--- config.mk ---
export PLATFORM = sky130hd
export DESIGN_NAME = wr_alloc_decider
export DESIGN_NICKNAME = d
export VERILOG_FILES = /design/src/rtl/wa_pkg.sv /design/src/rtl/wa_page_tracker.sv /design/src/rtl/wa_region_check.sv /design/src/rtl/wa_decision_reg.sv /design/src/rtl/wr_alloc_decider.sv
export SDC_FILE = /design/constraint.sdc
export NUM_CORES = 1
export LEC_CHECK = 0
export ABC_AREA = 1
export CAP_MARGIN = 20
export CORE_MARGIN = 2
export CORE_UTILIZATION = 52
export CTS_CLUSTER_DIAMETER = 200
export DETAILED_ROUTE_END_ITERATION = 6
export DONT_BUFFER_PORTS = 1
export PLACE_DENSITY_LB_ADDON = 0.1
export SETUP_SLACK_MARGIN = 0.4
export SYNTH_ARGS = -nofsm -noshare
export SYNTH_HDL_FRONTEND = slang
export SYNTH_HIERARCHICAL = 1
export SYNTH_SLANG_ARGS = --single-unit
--- constraint.sdc ---
create_clock -name clk -period 2.4 [get_ports clk]
set_clock_uncertainty 0.1 [all_clocks]
set_input_delay 0.48 -clock clk [delete_from_list [all_inputs] [get_ports clk]]
set_output_delay 0.48 -clock clk [all_outputs]
set_load 0.02 [all_outputs]
--- src/rtl/wa_pkg.sv ---
// Shared types for the write-allocate decision unit.
// Assumes nothing beyond a flat 32-bit or wider physical address.
package wa_pkg;
    // One flag per cacheability indicator, ORed into the final decision.
    typedef struct packed {
        logic page_match;
        logic sector_gap;
        logic below_limit;
        logic special_win;
    } wa_hint_t;
endpackage

--- src/rtl/wa_page_tracker.sv ---
// Holds the page number of the most recent cache line fill, with a valid flag.
// Assumes fills and writes may share a cycle; the compare then sees the old page.
module wa_page_tracker #(
    parameter int ADDR_W     = 32,
    parameter int PAGE_SHIFT = 12,
    localparam int PAGE_W    = ADDR_W - PAGE_SHIFT
) (
    input  logic              clk,
    input  logic              rst_n,
    input  logic              fill_vld,
    input  logic [ADDR_W-1:0] fill_addr,
    input  logic [ADDR_W-1:0] wr_addr,
    output logic              match,
    output logic              page_vld,
    output logic [PAGE_W-1:0] page_q
);
    logic [PAGE_W-1:0] fill_page;
    logic              new_page;

    assign fill_page = fill_addr[ADDR_W-1:PAGE_SHIFT];
    // The register is written only when the page actually changes.
    assign new_page  = fill_vld && (!page_vld || (fill_page != page_q));

    // Load the page register on a fill from a different page.
    always_ff @(posedge clk) begin
        if (!rst_n) begin
            page_vld <= 1'b0;
            page_q   <= '0;
        end else if (new_page) begin
            page_vld <= 1'b1;
            page_q   <= fill_page;
        end
    end

    // Compare the pending write's page against the held page.
    always_comb begin
        match = page_vld && (wr_addr[ADDR_W-1:PAGE_SHIFT] == page_q);
    end
endmodule

--- src/rtl/wa_region_check.sv ---
// Evaluates the programmable limit and the fixed 1 MB window for a write.
// Assumes the limit counts in 4 MB units and that a limit of zero disables it.
module wa_region_check #(
    parameter int ADDR_W      = 32,
    parameter int LIMIT_SHIFT = 22,
    parameter int WIN_SHIFT   = 20,
    parameter int WIN_INDEX   = 15,
    localparam int LIMIT_W    = ADDR_W - LIMIT_SHIFT,
    localparam int WIN_W      = ADDR_W - WIN_SHIFT
) (
    input  logic               cfg_special_en,
    input  logic [LIMIT_W-1:0] cfg_limit,
    input  logic [ADDR_W-1:0]  wr_addr,
    output logic               below_limit,
    output logic               in_window
);
    // Unsigned compare; a zero limit can never be exceeded from below.
    always_comb begin
        below_limit = wr_addr[ADDR_W-1:LIMIT_SHIFT] < cfg_limit;
    end

    // Fixed window match gated by its enable.
    always_comb begin
        in_window = cfg_special_en &&
                    (wr_addr[ADDR_W-1:WIN_SHIFT] == WIN_W'(WIN_INDEX));
    end
endmodule

--- src/rtl/wa_decision_reg.sv ---
// Registers the allocate decision and holds the burst request until acknowledged.
// Assumes a new allocation and an acknowledge in one cycle keep the request up.
module wa_decision_reg
    import wa_pkg::*;
(
    input  logic     clk,
    input  logic     rst_n,
    input  logic     wr_miss,
    input  wa_hint_t hint,
    input  logic     bus_ack,
    output logic     alloc_vld,
    output logic     alloc,
    output logic     burst_req
);
    logic take;

    // Any one indicator is enough to allocate.
    assign take = hint.page_match | hint.sector_gap | hint.below_limit | hint.special_win;

    // Capture the decision one cycle after the write-miss strobe.
    always_ff @(posedge clk) begin
        if (!rst_n) begin
            alloc_vld <= 1'b0;
            alloc     <= 1'b0;
        end else begin
            alloc_vld <= wr_miss;
            if (wr_miss) alloc <= take;
        end
    end

    // Raise the burst read on allocation, drop it on bus acknowledge.
    always_ff @(posedge clk) begin
        if (!rst_n)                burst_req <= 1'b0;
        else if (wr_miss && take)  burst_req <= 1'b1;
        else if (bus_ack)          burst_req <= 1'b0;
    end
endmodule

--- src/rtl/wr_alloc_decider.sv ---
// Top of the write-allocate decision unit: gathers the four cacheability
// indicators for a missing write and registers the allocate decision.
// Assumes sect_hit/line_valid are valid in the same cycle as wr_miss.
module wr_alloc_decider
    import wa_pkg::*;
#(
    parameter int ADDR_W      = 32,
    parameter int PAGE_SHIFT  = 12,
    parameter int LIMIT_SHIFT = 22,
    parameter int WIN_SHIFT   = 20,
    parameter int WIN_INDEX   = 15,
    localparam int PAGE_W     = ADDR_W - PAGE_SHIFT,
    localparam int LIMIT_W    = ADDR_W - LIMIT_SHIFT
) (
    input  logic               clk,
    input  logic               rst_n,
    input  logic               fill_vld,
    input  logic [ADDR_W-1:0]  fill_addr,
    input  logic               wr_miss,
    input  logic [ADDR_W-1:0]  wr_addr,
    input  logic               sect_hit,
    input  logic               line_valid,
    input  logic [LIMIT_W-1:0] cfg_limit,
    input  logic               cfg_special_en,
    input  logic               bus_ack,
    output logic               alloc_vld,
    output logic               alloc,
    output logic               burst_req,
    output logic               page_vld,
    output logic [PAGE_W-1:0]  page_q
);
    wa_hint_t hint;
    logic     pg_match, lim_hit, win_hit;

    wa_page_tracker #(.ADDR_W(ADDR_W), .PAGE_SHIFT(PAGE_SHIFT)) u_page (
        .clk      (clk),
        .rst_n    (rst_n),
        .fill_vld (fill_vld),
        .fill_addr(fill_addr),
        .wr_addr  (wr_addr),
        .match    (pg_match),
        .page_vld (page_vld),
        .page_q   (page_q)
    );

    wa_region_check #(
        .ADDR_W(ADDR_W), .LIMIT_SHIFT(LIMIT_SHIFT),
        .WIN_SHIFT(WIN_SHIFT), .WIN_INDEX(WIN_INDEX)
    ) u_region (
        .cfg_special_en(cfg_special_en),
        .cfg_limit     (cfg_limit),
        .wr_addr       (wr_addr),
        .below_limit   (lim_hit),
        .in_window     (win_hit)
    );

    // Pack the indicators; a sector hit on an invalid line marks the page cacheable.
    always_comb begin
        hint.page_match  = pg_match;
        hint.sector_gap  = sect_hit && !line_valid;
        hint.below_limit = lim_hit;
        hint.special_win = win_hit;
    end

    wa_decision_reg u_dec (
        .clk      (clk),
        .rst_n    (rst_n),
        .wr_miss  (wr_miss),
        .hint     (hint),
        .bus_ack  (bus_ack),
        .alloc_vld(alloc_vld),
        .alloc    (alloc),
        .burst_req(burst_req)
    );
endmodule

==> results_dict.tcl, run 1 <==
set metrics [dict create \
    synth_xor_area_share_pct 3.194 \
    cp.arrival_ps 1860 \
    insertion_delay_ps 270 \
    synth_compound_area_share_pct 12.58 \
    clock_power_share_pct 34.1 \
    gp_congestion 0.8228 \
    p_sw_w 0.0003092 \
    clock_path_buffers 2 \
    synth-simple-area-share_pct 38.72 \
    syn_area_sq_um 1919 \
    ctsResizeCount 0 \
    slew_violations 0 \
    path_max_fanout 20 \
    num_antenna_cells 0 \
    min_path_type "primary input to register" \
    critPathLaunchType "register" \
    post-place-ws_ps 599.7 \
    cts.clk_slew.worst_paths_ps 90 \
    internal_power_w 0.0007382 \
    fin_cells 381 \
    switching_share_pct 29.52 \
    setup_tns_ps 0 \
    tightest_slew_ps 437.7 \
    post_cts_buffers 0 \
    mostFrequentLayoutCell "nand2_1" \
    cts_tree "built" \
    antenna_found_initial 0 \
    power_frac_seq_pct 47.4 \
    multi_input_area_sq_um 1159 \
    synth_top_family_by_area "simple AND/OR/NAND/NOR gates" \
    rsz0062_at_grt "no" \
    final_cell_mix "nand2_1, inv_1, nor2_1" \
    max-slew-margin-rel_pct 70.78 \
    drive_gt1_share_pct 4.505 \
    powerDensity_nw_per_um2 521.3 \
    ir_drop_v 0.0002861 \
    die_h_um 64.76 \
    clkSinkCount 24 \
    ioPinCount 106 \
    seq_area_sq_um 483.0 \
    syn_inst 338 \
    port_buffers 0 \
    hp-start "wr_miss" \
    end_kind "register" \
    grt_overflow_total 0 \
    leakage_nw 1.091 \
    grt.total_usage_pct 23.72 \
    die-area_sq_um 4193 \
    grt_pass1_vias 1835 \
    numCtsBuffers 3 \
    timing.final.crit_share_pct 74.95 \
    fin_ws_ps 601.2 \
    worstPathRequired_ps 2460 \
    synthMuxAreaShare_pct 0 \
    cts_hold_buf 0 \
    synthAdderAreaFrac_pct 5.867 \
    r2r_start "u_page/page_q[7]" \
    vias_per_cell 5.081 \
    dr.pass1.iters 4 \
    yosysSeqAreaShare_pct 25.03 \
    wl_per_cell_um 12.43 \
    power_frac_comb_pct 18.5 \
    vias 1936 \
    die_width_um 64.76 \
    htree_levels 1 \
    route.detailed.drc 0 \
    wl_mm 4.734 \
    dp_hpwl_mm 3.764 \
    synth_nets 429 \
    syn_to_final_growth_pct 4.694 \
    synth_cell_types 27 \
    core_sq_um 3606 \
    fmax_ghz 0.5559 \
    placementRows 22 \
    dp.cells 377 \
    hold_viol 0 \
    setup_viol 0 \
    outcome "finished, final reports clean" \
    avgSynthCellArea_sq_um 5.679 \
    fillers 398 \
    fin_nets 425 \
    min_period_ps 1799 \
    startpoint "u_page/page_q[7]" \
    synth-seq-cells 24 \
    cts-root-buf "clkbuf_8" \
    ys_warn_count 6 \
    grt_first_pass_wirelength_mm 7.866 \
    worst-setup-path-type "register to register" \
    grt_max_degree 42 \
    drt_iter0_drc 114 \
    maxCapViolations 0 \
    initial_utilization_pct 53.23 \
    drtAntennaViolNets 0 \
]
==> metal layers <==
layer / vias to the layer above / track usage, % / routed length, um
met1: 822 / 30.69 / 2160
li1: 1035 / - / -
met5: - / 0 / 0
met2: 73 / 39.30 / 2043
met4: 0 / 6.915 / 59
met3: 6 / 5.382 / 471
==> worst paths after layout <==
| check | end | cells after the start | slack [ps] |
|---|---|---|---|
| worst max-delay path | u_page/page_q[6] | 10 | 600 |
| worst min-delay path | u_dec/alloc_vld | 2 | 200 |
| worst min register to register | u_dec/alloc | 2 | 470 |
| worst max register to register | u_page/page_q[6] | 10 | 600 |
==> stage by stage <==
step	utilization, %	hold WS [ps]	power (W)	area, sq um
after detailed placement	53.68	449.9	0.0006999	1936
after global placement	53.68	449.0	0.0006963	1936
final	55.73	202.3	0.001047	2009
after floorplan	-	436.5	0.0006709	1919
after CTS	55.66	199.0	0.001054	2007
after global routing	55.73	211.3	0.001114	2009
==> synthesized netlist by cell type, drive strengths merged <==
library cell | n | area (sq um)
a21boi | 1 | 7.510
a21o | 1 | 7.510
a21oi | 26 | 130.1
a22o | 2 | 17.52
buf | 6 | 40.04
clkbuf | 5 | 18.77
dfxtp | 24 | 480.5
ha | 9 | 112.6
inv | 59 | 221.5
nand2 | 107 | 401.6
nand3 | 24 | 125.1
nand4 | 2 | 12.51
nor2 | 50 | 192.7
nor3 | 1 | 5.000
nor4 | 1 | 6.260
o2111ai | 1 | 8.760
o211ai | 1 | 7.510
o21a | 1 | 7.510
o21ai | 6 | 30.03
o22ai | 4 | 25.02
xnor2 | 5 | 43.79
xor2 | 2 | 17.52
==> critical path: stages (launching register included) <==
cell	delay [ps]
dfxtp_1	510
inv_1	140
nand2_1	90
nand2_1	50
nor2_1	80
nand2_1	70
nor2_1	150
nand3_2	100
buf_4	210
a21oi_1	140
nor2_1	60
==> final cells by class <==
cell class / count / area share (%)
repair buffers: 2 / 0.7472
flip-flops and latches: 24 / 24.03
well taps: 48 / 2.989
clock inverters: 1 / 1.494
multi-input cells: 244 / 57.66
clock buffers: 3 / 2.055
inverters: 59 / 11.02
==> sequential cells by signal (all words and copies together), names as in the netlist <==
name / count
u_page/page_q: 20
u_page/page_vld: 1
u_dec/alloc_vld: 1
u_dec/burst_req: 1
u_dec/alloc: 1
==> power by group through the flow <==
stage	Clock (W)	Sequential (W)	Combinational (W)
4_1_cts	0.000362	0.000497	0.000195
5_1_grt	0.000377	0.000502	0.000235
2_1_floorplan	0	0.000495	0.000176
6_report	0.000357	0.000496	0.000194
3_5_place_dp	0	0.000506	0.000194
3_3_place_gp	0	0.000505	0.000191
==> cell families (layout without fill, tap and decap cells) <==
| kind of cell | after synthesis | after routing |
|---|---|---|
| adders and majority gates | 9 | 9 |
| xor gates and xnor gates | 7 | 7 |
| buffers and inverters | 70 | 65 |
| DFF | 24 | 24 |
| and+or+nand+nor | 185 | 185 |
| AOI/OAI and AO/OA | 43 | 43 |
No activity file was read; power rests on OpenSTA's default activity.
==> run 2, diff against run 1 <==
==> constraint.sdc (replaced) <==
create_clock -name clk -period 1.79 [get_ports clk]
set_clock_uncertainty 0.1 [all_clocks]
set_input_delay 0.358 -clock clk [delete_from_list [all_inputs] [get_ports clk]]
set_output_delay 0.358 -clock clk [all_outputs]
set_load 0.02 [all_outputs]
==> results_dict.tcl, run 2 (synthesis results as in run 1) <==
set metrics [dict create \
    leakage_nw 1.163 \
    end_kind "register" \
    r2r_cells 11 \
    drtAntennaViolNets 0 \
    ioPinCount 106 \
    grt_pass1_vias 1679 \
    outcome "finished, final reports clean" \
    rsz0062_at_grt "yes" \
    die-area_sq_um 4193 \
    fillers 339 \
    slew_violations 0 \
    drive_gt1_share_pct 28.24 \
    die_h_um 64.76 \
    port_buffers 0 \
    cpPeakStageDelay_ps 420 \
    design_area_sq_um 2416 \
    core_sq_um 3606 \
    min_path_type "primary input to register" \
    powerDensity_nw_per_um2 546.1 \
    final_cell_mix "nand2_1, nor2_1, inv_1" \
    setup_viol 0 \
    fin_nets 432 \
    dr.pass1.iters 4 \
    largest_reg_flops 20 \
    numCtsBuffers 3 \
    cts-root-buf "clkbuf_8" \
    ir_drop_v 0.0003564 \
    grt_first_pass_wirelength_mm 7.659 \
    num_antenna_cells 0 \
    critPathLaunchType "register" \
    syn_to_final_growth_pct 25.88 \
    clock_path_buffers 2 \
    gp_congestion 0.8366 \
    min_period_ps 1663 \
    wl_mm 5.336 \
    r2r_start "u_page/page_q[6]" \
    placementRows 22 \
    route.detailed.drc 0 \
    timing.final.crit_share_pct 92.90 \
    path_cells "inv_4 -> nand2_1 -> nand2_1 -> nor2_1 -> nand2_1 -> nor2_2 -> nand3_4 -> clkbuf_16 -> nand3_1 -> nand2_1 -> nor2_1" \
    cpMaxStageDelayCell "dfxtp_4" \
    clkSinkCount 24 \
    cpMostUsedCell "nand2_1" \
    setup_tns_ps 0 \
    cts_hold_buf 0 \
    cp.arrival_ps 1770 \
    rrSetupSlack_ps 130 \
    r2r-end "u_page/page_q[7]" \
    dpl-instance-area_sq_um 2143 \
    cts.clk_slew.worst_paths_ps 90 \
    vias_per_cell 5.219 \
    worstPathRequired_ps 1890 \
    worst-setup-path-type "register to register" \
    fmax_ghz 0.6014 \
    maxCapViolations 0 \
    grt_overflow_total 0 \
    initial_utilization_pct 53.23 \
    tightest_slew_ps 238.5 \
    endpoint "u_page/page_q[7]" \
    startpoint "u_page/page_q[6]" \
    antenna_found_initial 0 \
    htree_levels 1 \
    top_register "u_page/page_q" \
    hold_viol 0 \
    max-slew-margin-rel_pct 83.95 \
    mostFrequentLayoutCell "nand2_1" \
    path_max_fanout 13 \
    critPathBufInv 2 \
    grt_max_degree 42 \
    dp_hpwl_mm 3.935 \
    wl_per_cell_um 13.75 \
    drt_iter0_drc 116 \
    crit_family "simple AND/OR/NAND/NOR gates" \
    vias 2025 \
    path_depth 11 \
    cts_tree "built" \
    die_width_um 64.76 \
    insertion_delay_ps 270 \
    grt.total_usage_pct 23.63 \
]
-- run 2: stage by stage --
| step | utilization, % | hold WS, ps | power (W) | cells | setup slack (ps) |
|---|---|---|---|---|---|
| detailed placement | 59.44 | 355.5 | 0.0009696 | 378 | 175.2 |
| finish | 67.00 | 89.00 | 0.001319 | 388 | 127.2 |
| global route | 67.00 | 77.76 | 0.001416 | 388 | 28.44 |
| global placement | 59.44 | 355.6 | 0.0009590 | 378 | 194.5 |
| CTS | 62.66 | 83.59 | 0.001306 | 386 | 164.0 |
| floorplan | - | 351.5 | 0.0009233 | 338 | 360.6 |
-- run 2: repair_timing --
| action | in CTS | in global routing |
|---|---|---|
| hold endpoints to repair | 0 | 0 |
| endpoints found under the setup margin | 22 | 22 |
| setup buffers | 3 | 0 |
| resized for setup | 18 | 32 |
| pin swaps | 7 | 11 |
| cloned | 1 | 2 |
-- run 2: power breakdown --
part / internal [W] / leakage, nW / switching (W) / total, W
registers: 0.000568 / 0.211 / 0.000100 / 0.000669
logic: 0.000161 / 0.929 / 0.000166 / 0.000327
clock network: 0.000153 / 0.0231 / 0.000170 / 0.000323
-- run 2: layout make-up --
cell class	instances	area, sq um	share of cell area, %
Clock inverter	1	3.754	0.1554
Inverter	59	259.0	10.72
Tap cell	48	60.06	2.486
Multi-Input combinational cell	244	1376	56.97
Timing Repair Buffer	9	126.4	5.230
Clock buffer	3	41.29	1.709
Sequential cell	24	549.3	22.73
-- run 2: worst min path at each step --
stage,from,endpoint,cells after the start
after global routing,rst_n,u_page/page_q[5],2
after detailed placement,wr_miss,u_dec/alloc_vld,2
after floorplan,wr_miss,u_dec/alloc_vld,2
final,wr_miss,u_dec/alloc_vld,2
after CTS,wr_miss,u_dec/alloc_vld,2
after global placement,wr_miss,u_dec/alloc_vld,2
-- run 2: metal layers --
metal / global-route usage [%] / up-vias / share of wire, %
met3: 5.903 / 6 / 9.0
met4: 5.585 / 0 / 0.99
li1: - / 1051 / -
met2: 39.69 / 83 / 49
met5: 0 / - / 0
met1: 30.30 / 885 / 41
==> run 3, diff against run 2 <==
--- a/config.mk
+++ b/config.mk
@@ -5,7 +5,7 @@
 export SDC_FILE = /design/constraint.sdc
 export NUM_CORES = 1
 export LEC_CHECK = 0
-export ABC_AREA = 1
+export ABC_AREA = 0
 export CAP_MARGIN = 20
 export CORE_MARGIN = 2
 export CORE_UTILIZATION = 52
==> results_dict.tcl, run 3 <==
set metrics [dict create \
    critPathLaunchType "register" \
    yosys_most_used_dff "dfxtp_1" \
    ys_warn_count 6 \
    routed.top_layer "met4" \
    synth_most_common_cell "xor2_1" \
    grt.total_usage_pct 25.68 \
    slew_violations 0 \
    synth_common_cells "xor2_1, dfxtp_1, nand3_1" \
    switching_share_pct 31.55 \
    die-area_sq_um 3710 \
    power_frac_comb_pct 28.5 \
    outcome "finished with violations" \
    cts-root-buf "clkbuf_4" \
    fmax_ghz 0.5088 \
    insertion_delay_ps 330 \
    top_register "u_page/page_q" \
    wl_per_cell_um 19.24 \
    htree_levels 1 \
    post-place-ws_ps -112.6 \
    postLayoutCoreUtil_pct 73.94 \
    fin_ws_ps -175.5 \
    initial_utilization_pct 54.72 \
    drive_gt1_share_pct 38.46 \
    rsz0062_at_grt "yes" \
    grt_first_pass_wirelength_mm 6.996 \
    cpPeakStageDelay_ps 550 \
    drt_iter0_drc 50 \
    core_sq_um 3078 \
    port_buffers 0 \
    setup_tns_ps -3014 \
    synth-seq-cells 24 \
    worstPathRequired_ps 1950 \
    fin_nets 313 \
    wl_met1_mm 1.992 \
    p_sw_w 0.0004246 \
    final_cell_mix "buf_4, nand3_1, xor2_1" \
    antenna_found_initial 0 \
    hold_viol 0 \
    postSynth.asyncResetShare_pct 0 \
    max-slew-margin-rel_pct 73.76 \
    dr.pass1.iters 4 \
    route.detailed.drc 0 \
    vias 1637 \
    yosysSeqAreaShare_pct 28.53 \
    min_period_ps 1966 \
    ioPinCount 106 \
    path_max_fanout 6 \
    grt_overflow_total 0 \
    clock_path_buffers 2 \
    syn_to_final_growth_pct 35.14 \
    grt_max_degree 26 \
    syn_area_sq_um 1684 \
    power_frac_seq_pct 45.0 \
    dpl-instance-area_sq_um 1957 \
    cp.arrival_ps 2120 \
    synth_top_area_cell "dfxtp_1" \
    design_area_sq_um 2276 \
    cpMaxStageDelayCell "or4_4" \
    met2_length_mm 2.576 \
    cts_tree "built" \
    avgSynthCellArea_sq_um 8.911 \
    timing.final.crit_share_pct 109.8 \
    powerDensity_nw_per_um2 591.4 \
    largest_reg_flops 20 \
    ys_top_cells_by_area "dfxtp_1, xor2_1, o2bb2ai_1" \
    cts.clk_slew.worst_paths_ps 150 \
    synth_edf_count 0 \
    path_cells "inv_1 -> o22ai_2 -> or4_4 -> o32ai_4 -> buf_6 -> o2bb2ai_1" \
    die_width_um 60.91 \
    tightest_slew_ps 392.3 \
    wl_met3_um 462 \
    dp_hpwl_mm 3.775 \
    setup_viol 22 \
    synth_nets 280 \
    drtAntennaViolNets 0 \
    num_antenna_cells 0 \
    maxCapViolations 0 \
    grt_pass1_vias 1513 \
    die_h_um 60.91 \
    vias_per_cell 6.177 \
    syn_inst 189 \
    numCtsBuffers 3 \
    internal_power_w 0.0009213 \
    gp_congestion 0.8324 \
    placementRows 20 \
    end_kind "register" \
    violations "negative setup slack" \
    leakage_nw 0.9146 \
    synth_cell_types 33 \
    worst-setup-path-type "register to register" \
    mostFrequentLayoutCell "buf_4" \
    netlist.area_leader.share_pct 28.53 \
    wl_mm 5.098 \
    clkSinkCount 24 \
    clock_power_share_pct 26.5 \
    total_power_w 0.001346 \
    min_path_type "primary input to register" \
    ir_drop_v 0.0003651 \
]
-- run 3: changes by cell type in the layout (fill, tap and decap cells not counted), moves of 15 or more --
| cell | delta |
|---|---|
| buf_4 | +21 |
| inv_1 | -25 |
| a21oi_2 | -17 |
| o2bb2ai_1 | +15 |
| nand2_1 | -95 |
| nor2_1 | -39 |
| xor2_1 | +17 |
-- run 3: power by group through the flow --
stage,Sequential (W),Combinational [W],Clock (W)
after floorplan,0.000657,0.000189,0
after global placement,0.000613,0.000312,0
after detailed placement,0.000616,0.000321,0
after CTS,0.000604,0.000336,0.000352
after global routing,0.000610,0.000411,0.000385
final,0.000606,0.000384,0.000357
-- run 3: metrics by stage --
stage	instances	hold WS, ps
after floorplan	189	347.4
after global routing	265	32.70
final	265	44.91
after global placement	254	350.5
after detailed placement	254	355.8
after CTS	259	3.536
-- run 3: kinds of logic (layout without fill, tap and decap cells) --
logic type | Yosys count | in the layout | synth area share, %
flip-flops | 24 | 24 | 28.53
adder cells (fa/ha/maj) | 9 | 9 | 6.687
AND/OR/NAND/NOR | 60 | 60 | 20.95
buffers and inverters | 23 | 55 | 6.166
AO/OA/AOI/OAI | 36 | 36 | 18.43
XOR/XNOR | 37 | 37 | 19.24
-- run 3: final timing paths --
| kind | start | end | slack (ps) | cells after the start |
|---|---|---|---|---|
| worst min register to register | u_page/page_q[1] | u_page/page_q[1] | 420 | 1 |
| worst max-delay path | u_page/page_q[5] | u_page/page_q[18] | -180 | 6 |
| worst min-delay path | fill_addr[27] | u_page/page_q[15] | 40 | 2 |
| worst max register to register | u_page/page_q[5] | u_page/page_q[18] | -180 | 6 |
-- run 3: area by class of cell --
type | instances | area, sq um
Multi-Input combinational cell | 142 | 1275
Inverter | 15 | 56.30
Tap cell | 44 | 55.05
Timing Repair Buffer | 36 | 324.1
Fill cell | 228 | 802.0
Clock buffer | 4 | 47.55
Sequential cell | 24 | 518.0
-- run 3: what timing repair did --
item | CTS | global route
gates cloned | 0 | 2
hold endpoints to repair | 0 | 1
buffers inserted | 1 | 3
hold buffers | 0 | 1
resized for setup | 8 | 34
pin swaps | 8 | 8
endpoints found under the setup margin | 24 | 25
-- run 3: routing by layer --
layer  vias up  track usage, %
met5         -               0
li1        754               -
met3         8           5.544
met1       783           31.40
met2        92           45.16
met4         0           7.453
-- run 3: critical path: cells and delay by family (launching register included) --
family	cells	cell delay [ps]
AOI/OAI and AO/OA	3	580
DFF	1	370
buffers and inverters	2	280
and+or+nand+nor	1	550
